$ cat config.mk
export PLATFORM = sky130hd
export DESIGN_NAME = epp_read_ctrl
export DESIGN_NICKNAME = d
export VERILOG_FILES = /design/src/rtl/epp_rd_pkg.sv /design/src/rtl/epp_rd_sync2.sv /design/src/rtl/epp_rd_wdog.sv /design/src/rtl/epp_rd_fsm.sv /design/src/rtl/epp_read_ctrl.sv
export SDC_FILE = /design/constraint.sdc
export NUM_CORES = 1
export LEC_CHECK = 0
export ABC_AREA = 0
export BUFFER_PORTS_ARGS = -buffer_cell sky130_fd_sc_hd__clkbuf_2
export CORE_MARGIN = 2
export CORE_UTILIZATION = 29
export DETAILED_ROUTE_END_ITERATION = 8
export SYNTH_ARGS = -nofsm -noshare
export SYNTH_HDL_FRONTEND = slang
export SYNTH_SLANG_ARGS = --single-unit
$ cat constraint.sdc
create_clock -name clk -period 2.09 [get_ports clk]
set_clock_uncertainty 0.1 [all_clocks]
set_input_delay 0 -clock clk [delete_from_list [all_inputs] [get_ports clk]]
set_output_delay 0 -clock clk [all_outputs]
set_load 0.02 [all_outputs]
$ cat src/rtl/epp_rd_pkg.sv
package epp_rd_pkg;
    typedef enum logic [2:0] {
        ST_IDLE,
        ST_ARM,
        ST_SETUP,
        ST_STROBE,
        ST_HOLD,
        ST_TAIL,
        ST_RECOVER,
        ST_ABORT
    } rd_state_e;
endpackage

$ cat src/rtl/epp_rd_sync2.sv
module epp_rd_sync2 #(
    parameter logic RESET_VAL = 1'b1
) (
    input  logic clk,
    input  logic rst_n,
    input  logic din,
    output logic dout
);
    logic meta_q, meta_d;
    logic sync_q, sync_d;

    always_comb begin
        meta_d = din;
        sync_d = meta_q;
    end

    always_ff @(posedge clk or negedge rst_n) begin
        if (!rst_n) begin
            meta_q <= RESET_VAL;
            sync_q <= RESET_VAL;
        end else begin
            meta_q <= meta_d;
            sync_q <= sync_d;
        end
    end

    assign dout = sync_q;
endmodule

$ cat src/rtl/epp_rd_wdog.sv
module epp_rd_wdog #(
    parameter int LIMIT = 1250
) (
    input  logic clk,
    input  logic rst_n,
    input  logic run,
    output logic expired
);
    localparam int CW = $clog2(LIMIT + 1);
    localparam logic [CW-1:0] LIM = CW'(LIMIT);

    logic [CW-1:0] cnt_q, cnt_d;

    always_comb begin
        if (!run)
            cnt_d = '0;
        else if (cnt_q == LIM)
            cnt_d = cnt_q;
        else
            cnt_d = cnt_q + 1'b1;
    end

    always_ff @(posedge clk or negedge rst_n) begin
        if (!rst_n) cnt_q <= '0;
        else        cnt_q <= cnt_d;
    end

    assign expired = run && (cnt_q == LIM);
endmodule

$ cat src/rtl/epp_rd_fsm.sv
module epp_rd_fsm
    import epp_rd_pkg::*;
#(
    parameter int DW = 8
) (
    input  logic          clk,
    input  logic          rst_n,
    input  logic          host_rd,
    input  logic          host_addr_sel,
    input  logic          stat_clr,
    input  logic          wait_s,
    input  logic          wdog_exp,
    input  logic [DW-1:0] pdata,
    output rd_state_e     state,
    output logic          sel,
    output logic [DW-1:0] data,
    output logic          tmo
);
    typedef struct packed {
        rd_state_e     state;
        logic          sel;
        logic [DW-1:0] data;
        logic          tmo;
    } rd_regs_t;

    rd_regs_t r_q, r_d;
    logic     stalled;
    logic     tmo_set;

    always_comb begin
        r_d     = r_q;
        tmo_set = 1'b0;
        stalled = (r_q.state == ST_ARM) || (r_q.state == ST_SETUP) ||
                  (r_q.state == ST_STROBE) || (r_q.state == ST_RECOVER);

        unique case (r_q.state)
            ST_IDLE: begin
                if (host_rd) begin
                    r_d.state = ST_ARM;
                    r_d.sel   = host_addr_sel;
                end
            end
            ST_ARM:    if (!wait_s) r_d.state = ST_SETUP;
            ST_SETUP:  if (!wait_s) r_d.state = ST_STROBE;
            ST_STROBE: begin
                if (wait_s) begin
                    r_d.data  = pdata;
                    r_d.state = ST_HOLD;
                end
            end
            ST_HOLD: begin
                if (!wait_s)
                    r_d.state = host_rd ? ST_TAIL : ST_IDLE;
                else if (!host_rd)
                    r_d.state = ST_RECOVER;
            end
            ST_TAIL:    if (!host_rd) r_d.state = ST_IDLE;
            ST_RECOVER: if (!wait_s)  r_d.state = ST_IDLE;
            ST_ABORT:   if (!host_rd) r_d.state = ST_IDLE;
            default:    r_d.state = ST_IDLE;
        endcase

        if (wdog_exp && stalled) begin
            r_d.state = ST_ABORT;
            r_d.data  = '1;
            tmo_set   = 1'b1;
        end

        r_d.tmo = tmo_set | (r_q.tmo & ~stat_clr);
    end

    always_ff @(posedge clk or negedge rst_n) begin
        if (!rst_n) begin
            r_q.state <= ST_IDLE;
            r_q.sel   <= 1'b0;
            r_q.data  <= '0;
            r_q.tmo   <= 1'b0;
        end else begin
            r_q <= r_d;
        end
    end

    assign state = r_q.state;
    assign sel   = r_q.sel;
    assign data  = r_q.data;
    assign tmo   = r_q.tmo;
endmodule

$ cat src/rtl/epp_read_ctrl.sv
module epp_read_ctrl
    import epp_rd_pkg::*;
#(
    parameter int CLK_HZ     = 125_000_000,
    parameter int TIMEOUT_NS = 10_000,
    parameter int DW         = 8
) (
    input  logic          clk,
    input  logic          rst_n,
    input  logic          host_rd,
    input  logic          host_addr_sel,
    output logic          host_rdy,
    output logic [DW-1:0] host_rdata,
    input  logic          stat_clr,
    output logic          timeout_flag,
    input  logic          spp_dir,
    input  logic          spp_strobe,
    input  logic          spp_autofd,
    input  logic          spp_init,
    input  logic          p_wait_n,
    input  logic [DW-1:0] p_data_in,
    output logic          p_data_oe,
    output logic          p_dir,
    output logic          p_write_n,
    output logic          p_dstb_n,
    output logic          p_astb_n,
    output logic          p_init_n
);
    localparam longint TMO_PROD = longint'(CLK_HZ) * longint'(TIMEOUT_NS);
    localparam int     TMO_CYC  = int'(TMO_PROD / 64'd1_000_000_000);

    logic      wait_s;
    logic      wdog_exp;
    rd_state_e state;
    logic      sel;
    logic      in_read;
    logic      stb_on;
    logic      stall;

    epp_rd_sync2 #(.RESET_VAL(1'b1)) u_sync (
        .clk  (clk),
        .rst_n(rst_n),
        .din  (p_wait_n),
        .dout (wait_s)
    );

    epp_rd_wdog #(.LIMIT(TMO_CYC)) u_wdog (
        .clk    (clk),
        .rst_n  (rst_n),
        .run    (host_rd),
        .expired(wdog_exp)
    );

    epp_rd_fsm #(.DW(DW)) u_fsm (
        .clk          (clk),
        .rst_n        (rst_n),
        .host_rd      (host_rd),
        .host_addr_sel(host_addr_sel),
        .stat_clr     (stat_clr),
        .wait_s       (wait_s),
        .wdog_exp     (wdog_exp),
        .pdata        (p_data_in),
        .state        (state),
        .sel          (sel),
        .data         (host_rdata),
        .tmo          (timeout_flag)
    );

    always_comb begin
        in_read = (state == ST_SETUP) || (state == ST_STROBE) ||
                  (state == ST_HOLD)  || (state == ST_RECOVER);
        stb_on  = (state == ST_STROBE);
        stall   = (state == ST_IDLE) || (state == ST_ARM) || (state == ST_SETUP) ||
                  (state == ST_STROBE) || (state == ST_RECOVER);

        host_rdy  = ~(host_rd & stall);
        p_dir     = in_read ? 1'b1 : spp_dir;
        p_data_oe = in_read ? 1'b0 : ~spp_dir;
        p_write_n = in_read ? 1'b1 : ~spp_strobe;
        p_dstb_n  = in_read ? ~(stb_on & ~sel) : ~spp_autofd;
        p_astb_n  = ~(stb_on & sel);
        p_init_n  = ~spp_init;
    end
endmodule

# After elaboration in Yosys (flattened, before gate mapping)
# Index checks and enable logic that the tools add are counted.
[word_totals]
register_bits = 26
output_inout_bits = 16
elab_cells = 78
[op_classes]
add_sub_neg = 1
n_eq_ne = 16
mux = 21
bitwise_logic = 14
n_reduce_logical = 19
[ops]
columns = ["cell", "n"]
rows = [
  ["$mux 3", 9],
  ["$mux 8", 3],
  ["$mux 11", 2],
  ["$pmux 3 s7", 1],
  ["$ne 3x2->1 const B", 5],
  ["$eq 3x3->1 const B", 4],
  ["$add 11x1->11 const B", 1],
  ["$eq 11x11->1 const B", 1],
  ["$logic_or 1x1->1", 10],
  ["$not 1->1", 9],
  ["$reduce_and 7->1", 1],
  ["$eq 3x2->1 const B", 2],
  ["$mux 1", 5],
  ["$and 1x1->1", 4],
  ["$mux 4", 1],
  ["$ne 4x3->1 const B", 1],
  ["$reduce_and 2->1", 2],
  ["$reduce_bool 2->1", 2],
  ["$eq 3x1->1 const B", 1],
  ["$logic_not 3->1", 1],
  ["$ne 3x1->1 const B", 1],
  ["$logic_and 1x1->1", 2],
  ["$ne 2x2->1 const B", 1],
  ["$reduce_or 2->1", 1],
  ["$or 1x1->1", 1],
]

# Depth between registers and ports, before layout
# Gate-level depths: netlist of run 1.
[depth]
word_depth = 7
depth_mapped = 6
mapped_depth_nobuf = 5

# Modules after synthesis
# Synthesis of run 1 repeated with hierarchy kept, for this count alone.
[unflattened]
hier_cells = 149
hier_area_um2 = 1430.1
[by_module_without_submodules]
columns = ["module", "n_inst", "cells_per_inst", "area_per_inst_um2"]
rows = [
  ["epp_rd_fsm", 1, 71, 669.4],
  ["epp_rd_wdog", 1, 62, 615.6],
  ["epp_read_ctrl", 1, 14, 92.6],
  ["epp_rd_sync2", 1, 2, 52.6],
]

# Worst setup path before layout of run 1
# OpenSTA, ideal clock, no wires.
[synth_path]
kind = "flip-flop to flip-flop"
start = "register u_wdog.cnt_q[0]"
end = "register u_wdog.cnt_q[2]"
setup_time_ns = 0.121
arrival_time_ns = 1.404
required_time_ns = 1.869
setup_slack_ns = 0.464
path_stages_with_launch = 7
path_buffers = 1
path_cell_list = "dfrtp_1 > inv_1 > ha_1 > nor4bb_1 > nand4_2 > buf_6 > o2bb2ai_1"
[synth_between]
elab_chain_len = 3
elab_cells_between_ends = 5
classes_between = "add/sub (1); eq/ne (2); mux (2)"
[synth_lines]
columns = ["item", "line", "rtl"]
rows = [
  ["from (decl)", "epp_rd_wdog.sv:12", "logic [CW-1:0] cnt_q, cnt_d;"],
  ["from (signal assigned)", "epp_rd_wdog.sv:25", "else cnt_q <= cnt_d;"],
  ["$add 11x1->11", "epp_rd_wdog.sv:20", "cnt_d = cnt_q + 1'b1;"],
  ["$mux 11", "epp_rd_wdog.sv:17", "else if (cnt_q == LIM)"],
  ["$mux 11", "epp_rd_wdog.sv:15", "if (!run)"],
]
# Parallel ways exist; a longest one is shown, timed or not. The select of a mux whose other input is x is not followed.
# A chain may end at the register's enable or synchronous reset.

# Worst setup path in the final report of run 1
[layout_path]
start = "register u_fsm.state[0] (netlist name)"
end = "register u_fsm.state[2] (netlist name)"
[layout_between]
elab_chain_len = 7
elab_cells_between_ends = 23
classes_between = "eq/ne (14); mux (2); reduce/logical (7)"
[layout_lines]
columns = ["item", "line", "rtl"]
rows = [
  ["$eq 3x1->1 / $eq 3x2->1 (equally long branches)", "epp_rd_fsm.sv:33, epp_rd_fsm.sv:36", ""],
  ["$logic_or 1x1->1 (2 in a row)", "epp_rd_fsm.sv:33", "stalled = (r_q.state == ST_ARM) || (r_q.state == ST_SETUP) ||"],
  ["$logic_or 1x1->1", "epp_rd_fsm.sv:34", "(r_q.state == ST_STROBE) || (r_q.state == ST_RECOVER);"],
  ["$logic_and 1x1->1", "epp_rd_fsm.sv:63", "if (wdog_exp && stalled) begin"],
  ["$ne 4x3->1 (no line), or another cell as far along", "-", ""],
  ["$reduce_and 7->1 (no line)", "-", ""],
]
# Parallel ways exist; a longest one is shown, timed or not.

==> flow_metrics.py, run 1 <==
metrics = {
    "cells_and_area": {
        "syn_to_final_growth_pct": 29.30,
        "nNetsFinal": 203,
        "drive_above_1_share_pct": 25.27,
        "post-route-util_pct": 38.15,
        "nFillCells": 474,
        "seqCellArea_um2": 653.1,
        "n_antenna_cell": 0,
        "multi_input_area_um2": 655.6,
    },
    "grt": {
        "grt_max_degree": 27,
        "gr-usage-met2_pct": 20.30,
        "grt_busiest_layer": "met2",
        "grt_antenna_before_repair": 0,
        "use_met1_pct": 16.13,
        "grtUsageMet3_pct": 3.453,
        "grt_pass1_vias": 1121,
        "grt_first_pass_wirelength_um": 5085,
        "grt_overflow": 0,
        "grtUsageTotal_pct": 12.37,
    },
    "clocking": {
        "cts_buffers": 3,
        "clock_path_buffers": 2,
        "ctsResizeCount": 0,
        "clkSinkCount": 26,
        "tritoncts": "built",
        "clock_latency_ps": 280,
        "htree_levels": 1,
        "post_cts_buffers": 0,
        "cts_hold_buffers": 12,
        "cts_root_buffer": "clkbuf_8",
        "path_clk_slew_ps": 100,
    },
    "worst_hold_path": {
        "hold_start": "host_rd",
        "hold_class": "in -> reg",
        "hold_end": "u_wdog.cnt_q[1]",
        "hold_depth": 3,
    },
    "floorplanning": {
        "coreArea_um2": 4661,
        "fp-row-count": 25,
        "die_y_um": 72.86,
        "chipWidth_um": 72.86,
        "dieArea_um2": 5309,
        "num_io_pins": 34,
        "initial_core_util_pct": 29.50,
    },
    "sta": {
        "final_max_slew_viol_count": 0,
        "worst_slew_pin_slew_ps": 959.2,
        "post-route-period-util_pct": 86.08,
        "slew_headroom_pct": 35.77,
        "hold_viol_final": 0,
        "rsz0062_at_grt": "false",
        "finalCriticalPeriod_ps": 1799,
        "setup_violations": 0,
        "max_freq_ghz": 0.5558,
        "tns_ps": 0,
    },
    "synth": {
        "synthArstFlopShare_pct": 100.0,
        "yosys.cell_count.top_type": "dfrtp_1",
        "synth_nets": 158,
        "syn-cell-area_um2": 1375,
        "ys_seq_elements": 26,
        "ys_seq_area_share_pct": 47.50,
        "synthTopCellsByCount": "dfrtp_1 (24), mux2i_1 (13), nand2_1 (13)",
        "synth.top_cell.area_share_pct": 43.68,
        "synth_ff_type": "dfrtp_1",
        "synth-warning-count": 0,
        "yosysTopAreaCell": "dfrtp_1",
        "synth_edf_count": 0,
        "ys_types": 40,
        "avgSynthCellArea_um2": 9.964,
        "synth.area.top_cells": "dfrtp_1 (44%), mux2i_1 (9.5%), dfstp_2 (3.8%)",
        "syn_inst": 138,
    },
    "run_status": {
        "status": "complete, no violations",
    },
    "critical_path": {
        "critPathKind": "reg -> reg",
        "cpMaxStageDelayCell": "o211ai_1",
        "end_kind": "flip-flop",
        "r2r_end": "u_fsm.state[2]",
        "cp_data_required_time_ps": 2120,
        "cp.buffers_inverters": 0,
        "startpoint_type": "flip-flop",
        "reg2reg_slack_ps": 290,
        "worst_ep_arrival_time_ps": 1820,
        "crit_fanout": 14,
        "worstRegToRegCells": 2,
        "rr_startpoint": "u_fsm.state[0]",
        "critPathTopFamily": "compound AO/OA/AOI/OAI gates",
        "max_stage_delay_ps": 830,
        "path_cells": "o211ai_1, o221ai_1",
    },
    "power": {
        "leakage_uw": 0.0008343,
        "power_density_nw_per_um2": 1059,
        "ir_drop_mv": 0.4718,
    },
    "routing": {
        "antenna_left": 0,
        "firstDrtPassIters": 4,
        "wl_per_cell_um": 12.55,
        "wl_um": 2961,
        "drc": 0,
        "viasPerCell": 4.864,
        "initialDrtViolationCount": 28,
        "routed-via-count": 1148,
    },
    "placed_design": {
        "gp_congestion": 0.7502,
        "dp_hpwl_um": 1928,
        "io_buffers": 33,
    },
    "run": {
        "drv_cap": 0,
    },
}
==> area by class of cell <==
type                       instances  area share, %
tap                               54          3.800
clock inverter                     1          1.689
clock buffer                       3          2.322
inverter                           8          1.689
multi-input combinational         97          36.88
timing repair buffer              47          16.89
sequential                        26          36.73
==> flip-flops by register name, summed over array words and instances, names as in the netlist <==
signal	count
u_sync.dout	1
u_fsm.tmo	1
u_fsm.data	8
u_sync.meta_q	1
u_fsm.sel	1
u_fsm.state	3
u_wdog.cnt_q	11
==> worst max path at each step <==
| stage | depth (start not counted) | startpoint | slack [ps] | endpoint |
|---|---|---|---|---|
| after floorplan | 6 | u_wdog.cnt_q[0] | 460 | u_wdog.cnt_q[2] |
| after global placement | 2 | u_fsm.state[0] | 300 | u_fsm.state[2] |
| after detailed placement | 2 | u_fsm.state[0] | 270 | u_fsm.state[2] |
| after CTS | 2 | u_fsm.state[0] | 260 | u_fsm.state[2] |
| after global routing | 2 | u_fsm.state[0] | 120 | u_fsm.state[2] |
| final | 2 | u_fsm.state[0] | 290 | u_fsm.state[2] |
==> metal layers <==
layer / wire, um / vias to the layer above / part of all wire (%)
met5: 0 / - / 0
met4: 17 / 0 / 0.57
met3: 125 / 2 / 4.2
met2: 1357 / 26 / 46
met1: 1461 / 539 / 49
li1: - / 581 / -
==> power breakdown <==
part | internal, uW | switching (uW) | leakage (uW)
registers | 627 | 138 | 0.000328
logic | 304 | 391 | 0.000471
clock network | 257 | 168 | 0.0000357
total | 1190 | 696 | 0.000834
==> stage by stage <==
step / instances / total power [uW] / area (um^2) / worst slack (ps) / hold WS [ps]
finish: 236 / 1883 / 1778 / 290.9 / 19.72
global route: 236 / 2035 / 1778 / 118.7 / 42.11
CTS: 236 / 1910 / 1778 / 259.0 / 9.438
detailed placement: 220 / 1464 / 1587 / 267.2 / -22.08
global placement: 220 / 1452 / 1587 / 304.3 / -25.23
floorplan: 138 / 1257 / 1375 / 464.1 / -395.6
==> layout by cell type, fill, tap and decap left out, types with 2 or more instances in the layout <==
master	count
clkbuf_2	33
dfrtp_1	24
nand2_1	13
mux2i_1	13
dlygate4sd3_1	12
o21ai_1	8
inv_1	7
a21oi_1	7
o21ai_0	5
nand2b_1	5
nor2b_1	4
nand3_1	4
o31ai_1	3
or4_1	3
nor2_1	3
clkbuf_8	3
nand3b_1	2
o211ai_1	2
o22ai_1	2
mux2_2	2
or3_1	2
xor2_1	2
ha_1	2
buf_4	2
dfstp_2	2
==> worst reg2reg max path, delay by kind of cell (launching register included) <==
kind	cells	cell delay, ps
AO/OA/AOI/OAI	2	1020
flip-flops	1	530
==> logic make-up (layout without fill, tap and decap cells) <==
| group | count (synthesis) | in the layout | share of synthesized area (%) |
|---|---|---|---|
| mux | 15 | 15 | 11.10 |
| fa+ha+maj | 2 | 2 | 1.820 |
| buf+inv | 15 | 59 | 4.822 |
| simple gates | 45 | 45 | 19.11 |
| flops | 26 | 26 | 47.50 |
| xor+xnor | 2 | 2 | 1.274 |
| compound gates | 33 | 33 | 14.38 |
Note: power is estimated with default switching activity, not from simulation.
==> run 2, diff against run 1 <==
Settings changed: BUFFER_PORTS_ARGS -buffer_cell sky130_fd_sc_hd__clkbuf_2 to unset, DONT_BUFFER_PORTS set to 1, SKIP_CTS_REPAIR_TIMING set to 1.
==> flow_metrics.py, run 2 (synthesized netlist as in run 1, its figures left out) <==
metrics = {
    "run_status": {
        "status": "complete, no violations",
    },
    "cells_and_area": {
        "drive_above_1_share_pct": 7.947,
        "n_antenna_cell": 0,
        "post-route-util_pct": 35.36,
        "nNetsFinal": 172,
        "final_area_um2": 1648,
        "largestRegisters": "u_wdog.cnt_q x11, u_fsm.data x8, u_fsm.state x3",
        "largest_register_ffs": 11,
        "syn_to_final_growth_pct": 19.84,
        "layout_common_cells": "dfrtp_1 (24), dlygate4sd3_1 (15), nand2_1 (13), mux2i_1 (13), o21ai_1 (8)",
        "top_register": "u_wdog.cnt_q",
        "instances_no_fill": 205,
        "final_common_cell": "dfrtp_1",
        "nFillCells": 455,
    },
    "power": {
        "power_density_nw_per_um2": 1083,
        "ir_drop_mv": 0.5203,
        "leakage_uw": 0.0007113,
    },
    "routing": {
        "wl_per_cell_um": 14.16,
        "routed.top_layer": "met4",
        "wl_met1_um": 1324,
        "drc": 0,
        "viasPerCell": 5.215,
        "initialDrtViolationCount": 58,
        "wl_um": 2902,
        "dr_wl_met3_um": 180,
        "antenna_left": 0,
        "firstDrtPassIters": 6,
        "routed-via-count": 1069,
        "met2RoutedLength_um": 1353,
    },
    "placed_design": {
        "io_buffers": 0,
        "placed_cells": 185,
        "dp_hpwl_um": 2005,
        "placed_cell_area_um2": 1406,
        "gp_congestion": 0.7706,
    },
    "clocking": {
        "clock_path_buffers": 2,
        "path_clk_slew_ps": 90,
        "cts_buffers": 3,
        "clkSinkCount": 26,
        "tritoncts": "built",
        "htree_levels": 1,
        "cts_root_buffer": "clkbuf_8",
        "clock_latency_ps": 280,
    },
    "floorplanning": {
        "coreArea_um2": 4661,
        "fp-row-count": 25,
        "initial_core_util_pct": 29.50,
        "die_y_um": 72.86,
        "dieArea_um2": 5309,
        "chipWidth_um": 72.86,
        "num_io_pins": 34,
    },
    "critical_path": {
        "startpoint_type": "flip-flop",
        "end_kind": "flip-flop",
        "cp.buffers_inverters": 1,
        "cpMaxStageDelayCell": "dfrtp_1",
        "cp_data_required_time_ps": 2170,
        "critPathKind": "reg -> reg",
        "worst_ep_arrival_time_ps": 1970,
        "path_cells": "inv_1, ha_1, nor4bb_1, nand4_2, o221ai_1",
        "crit_fanout": 15,
        "max_stage_delay_ps": 420,
        "critPathTopFamily": "simple AND/OR/NAND/NOR gates",
    },
    "grt": {
        "grtUsageTotal_pct": 10.93,
        "grt_max_degree": 27,
        "grt_first_pass_wirelength_um": 4478,
        "grt_antenna_before_repair": 0,
        "grt_overflow": 0,
        "grt_pass1_vias": 956,
    },
    "sta": {
        "worst_slew_pin_slew_ps": 847.7,
        "rsz0062_at_grt": "false",
        "setup_violations": 0,
        "post-route-period-util_pct": 90.42,
        "final_max_slew_viol_count": 0,
        "hold_viol_final": 0,
        "max_freq_ghz": 0.5291,
        "slew_headroom_pct": 43.24,
        "tns_ps": 0,
        "holdWs_ps": 21.27,
        "finalCriticalPeriod_ps": 1890,
    },
    "run": {
        "drv_cap": 0,
    },
    "worst_hold_path": {
        "hold_class": "in -> out",
    },
}
## run 2: power breakdown
part / switching (uW) / internal [uW] / total [uW] / leakage (uW)
Clock: 164 / 257 / 420 / 0.0000357
Combinational: 258 / 222 / 480 / 0.000348
Sequential: 258 / 626 / 884 / 0.000328
Total: 680 / 1100 / 1780 / 0.000711
## run 2: through the flow
stage	power (uW)	setup WS (ps)
2_1_floorplan	1257	464.1
3_3_place_gp	1305	296.3
3_5_place_dp	1335	200.0
4_1_cts	1753	175.7
5_1_grt	1893	63.55
6_report	1784	200.2
## run 2: worst register-to-register path: cells and delay by family, from the launching register on
family	cells	cell delay [ps]
buffers and inverters	1	90
DFF	1	420
and+or+nand+nor	2	740
adders and majority gates	1	130
AOI/OAI and AO/OA	1	330
## run 2: path summary, 6_finish.rpt
| kind | start | to | slack (ps) | depth (start not counted) |
|---|---|---|---|---|
| max | u_wdog.cnt_q[0] | u_fsm.state[2] | 200 | 5 |
| min | spp_strobe | p_write_n | 20 | 1 |
| max reg2reg | u_wdog.cnt_q[0] | u_fsm.state[2] | 200 | 5 |
| min reg2reg | u_sync.meta_q | u_sync.dout | 260 | 0 |
| max in group asynchronous | rst_n | u_sync.meta_q | 1620 | 2 |
| min in group asynchronous | rst_n | u_wdog.cnt_q[7] | 40 | 2 |
## run 2: area by class of cell
| cell class | instances | area, um^2 | share of cell area (%) |
|---|---|---|---|
| Timing Repair Buffer | 16 | 170.2 | 10.33 |
| Clock inverter | 1 | 30.03 | 1.822 |
| Tap cell | 54 | 67.56 | 4.100 |
| Sequential cell | 26 | 653.1 | 39.64 |
| Clock buffer | 3 | 41.29 | 2.506 |
| Inverter | 8 | 30.03 | 1.822 |
| Multi-Input combinational cell | 97 | 655.6 | 39.79 |
## run 2: routing by layer
layer	up-vias	global-route usage, %
met5	-	0
met4	0	3.704
met3	4	4.144
met2	35	17.37
met1	513	13.65
li1	517	-
==> run 3, diff against run 2 <==
--- a/config.mk
+++ b/config.mk
@@ -12,4 +12,5 @@
 export DONT_BUFFER_PORTS = 1
 export SKIP_CTS_REPAIR_TIMING = 1
+export SLEW_MARGIN = 20
 export SYNTH_ARGS = -nofsm -noshare
 export SYNTH_HDL_FRONTEND = slang
==> constraint.sdc (replaced) <==
create_clock -name clk -period 2.09 [get_ports clk]
set_clock_uncertainty 0.1 [all_clocks]
set_input_delay 0.209 -clock clk [delete_from_list [all_inputs] [get_ports clk]]
set_output_delay 0.209 -clock clk [all_outputs]
set_load 0.02 [all_outputs]
==> flow_metrics.py, run 3 (synthesized netlist as in run 1, its figures left out) <==
metrics = {
    "grt": {
        "grt_first_pass_wirelength_um": 4478,
        "grt_overflow": 0,
        "grt_max_degree": 27,
        "grtUsageTotal_pct": 10.93,
        "grt_antenna_before_repair": 0,
        "grt_pass1_vias": 956,
    },
    "cells_and_area": {
        "top_register": "u_wdog.cnt_q",
        "post-route-util_pct": 34.71,
        "n_antenna_cell": 0,
        "layout_common_cells": "dfrtp_1 (24), nand2_1 (13), mux2i_1 (13)",
        "largest_register_ffs": 11,
        "final_common_cell": "dfrtp_1",
        "drive_above_1_share_pct": 8.108,
        "largestRegisters": "u_wdog.cnt_q x11, u_fsm.data x8, u_fsm.state x3",
        "syn_to_final_growth_pct": 17.65,
        "nNetsFinal": 169,
    },
    "power": {
        "pwr-share-comb_pct": 26.8,
        "p_int_uw": 1101,
        "pwr-share-seq_pct": 49.8,
        "ir_drop_mv": 0.5180,
        "power_density_nw_per_um2": 1101,
        "power_uw": 1781,
        "p_sw_uw": 680.2,
        "p_clk_share_pct": 23.5,
        "leakage_uw": 0.0006988,
        "switching_share_pct": 38.19,
    },
    "placed_design": {
        "gp_congestion": 0.7706,
        "pre_cts_slack_ps": 200.0,
        "dp_hpwl_um": 2005,
        "io_buffers": 0,
    },
    "sta": {
        "final_max_slew_viol_count": 0,
        "tns_ps": 0,
        "max_freq_ghz": 0.5211,
        "post-route-period-util_pct": 91.82,
        "setup_violations": 0,
        "worst_slew_pin_slew_ps": 859.3,
        "slew_headroom_pct": 42.46,
        "hold_viol_final": 3,
        "rsz0062_at_grt": "false",
        "setup_slack_ps": 171.0,
        "finalCriticalPeriod_ps": 1919,
        "holdWs_ps": -16.02,
    },
    "worst_hold_path": {
        "hold_class": "in -> reg",
        "hold_depth": 2,
        "hold_end": "u_wdog.cnt_q[10]",
        "hold_start": "host_rd",
    },
    "floorplanning": {
        "dieArea_um2": 5309,
        "fp-row-count": 25,
        "die_y_um": 72.86,
        "chipWidth_um": 72.86,
        "num_io_pins": 34,
        "coreArea_um2": 4661,
        "initial_core_util_pct": 29.50,
    },
    "clocking": {
        "htree_levels": 1,
        "clock_path_buffers": 2,
        "cts_buffers": 3,
        "tritoncts": "built",
        "cts_root_buffer": "clkbuf_8",
        "path_clk_slew_ps": 90,
        "clock_latency_ps": 280,
        "clkSinkCount": 26,
    },
    "critical_path": {
        "startpoint_type": "flip-flop",
        "rr_startpoint": "u_wdog.cnt_q[0]",
        "worst_ep_arrival_time_ps": 1610,
        "critPathKind": "reg -> out",
        "worstRegToRegCells": 5,
        "cp_data_required_time_ps": 1780,
        "reg2reg_slack_ps": 210,
        "r2r_end": "u_fsm.state[2]",
        "end_kind": "primary output",
        "crit_fanout": 14,
    },
    "routing": {
        "antenna_left": 0,
        "initialDrtViolationCount": 60,
        "wl_um": 2892,
        "drc": 0,
        "firstDrtPassIters": 6,
        "routed-via-count": 1063,
        "viasPerCell": 5.262,
        "wl_per_cell_um": 14.32,
    },
    "run_status": {
        "status": "finished with violations",
        "violations": "hold timing",
    },
    "run": {
        "drv_cap": 0,
    },
}
==> run 3: cell types whose count changed in the layout (fill, tap and decap cells not counted), sizes merged <==
cell / previous run / this run
dlygate4sd3: 15 / 12
==> run 3: worst max-delay path by stage <==
stage                          from              end  slack, ps  cells after the start
floorplan           u_wdog.cnt_q[0]  u_wdog.cnt_q[2]        460                      6
global placement    u_wdog.cnt_q[0]   u_fsm.state[2]        300                      5
detailed placement  u_wdog.cnt_q[0]   u_fsm.state[2]        200                      5
global route         u_fsm.state[0]        p_data_oe         20                      3
CTS                  u_fsm.state[2]        p_data_oe        170                      3
finish               u_fsm.state[0]        p_data_oe        170                      3
==> run 3: critical path, stage by stage, from the launching register on <==
cell     delay, ps
dfrtp_1        610
nand2_1        160
o21ai_0        160
nor2b_1        410
==> run 3: cell type report <==
class	count	area [um^2]
clock inverter	1	30.03
inverter	8	30.03
multi-input combinational	97	655.6
fill	458	3043
timing repair buffer	13	140.1
sequential	26	653.1
clock buffer	3	41.29
tap	54	67.56
==> run 3: metal layers <==
layer	part of all wire (%)	track usage, %
met5	0	0
met2	48	17.37
met1	45	13.65
met3	6.3	4.144
met4	1.5	3.704
==> run 3: power groups by stage <==
stage,Clock (uW),Combinational (uW),Sequential (uW)
3_5_place_dp,0,445,890
4_1_cts,429,445,879
3_3_place_gp,0,423,882
6_report,418,477,886
5_1_grt,455,528,906
2_1_floorplan,0,451,807
==> run 3: stage by stage <==
stage	cell area, um^2	instances
CTS	1478	189
global route	1618	202
finish	1618	202
global placement	1406	185
detailed placement	1406	185
floorplan	1375	138
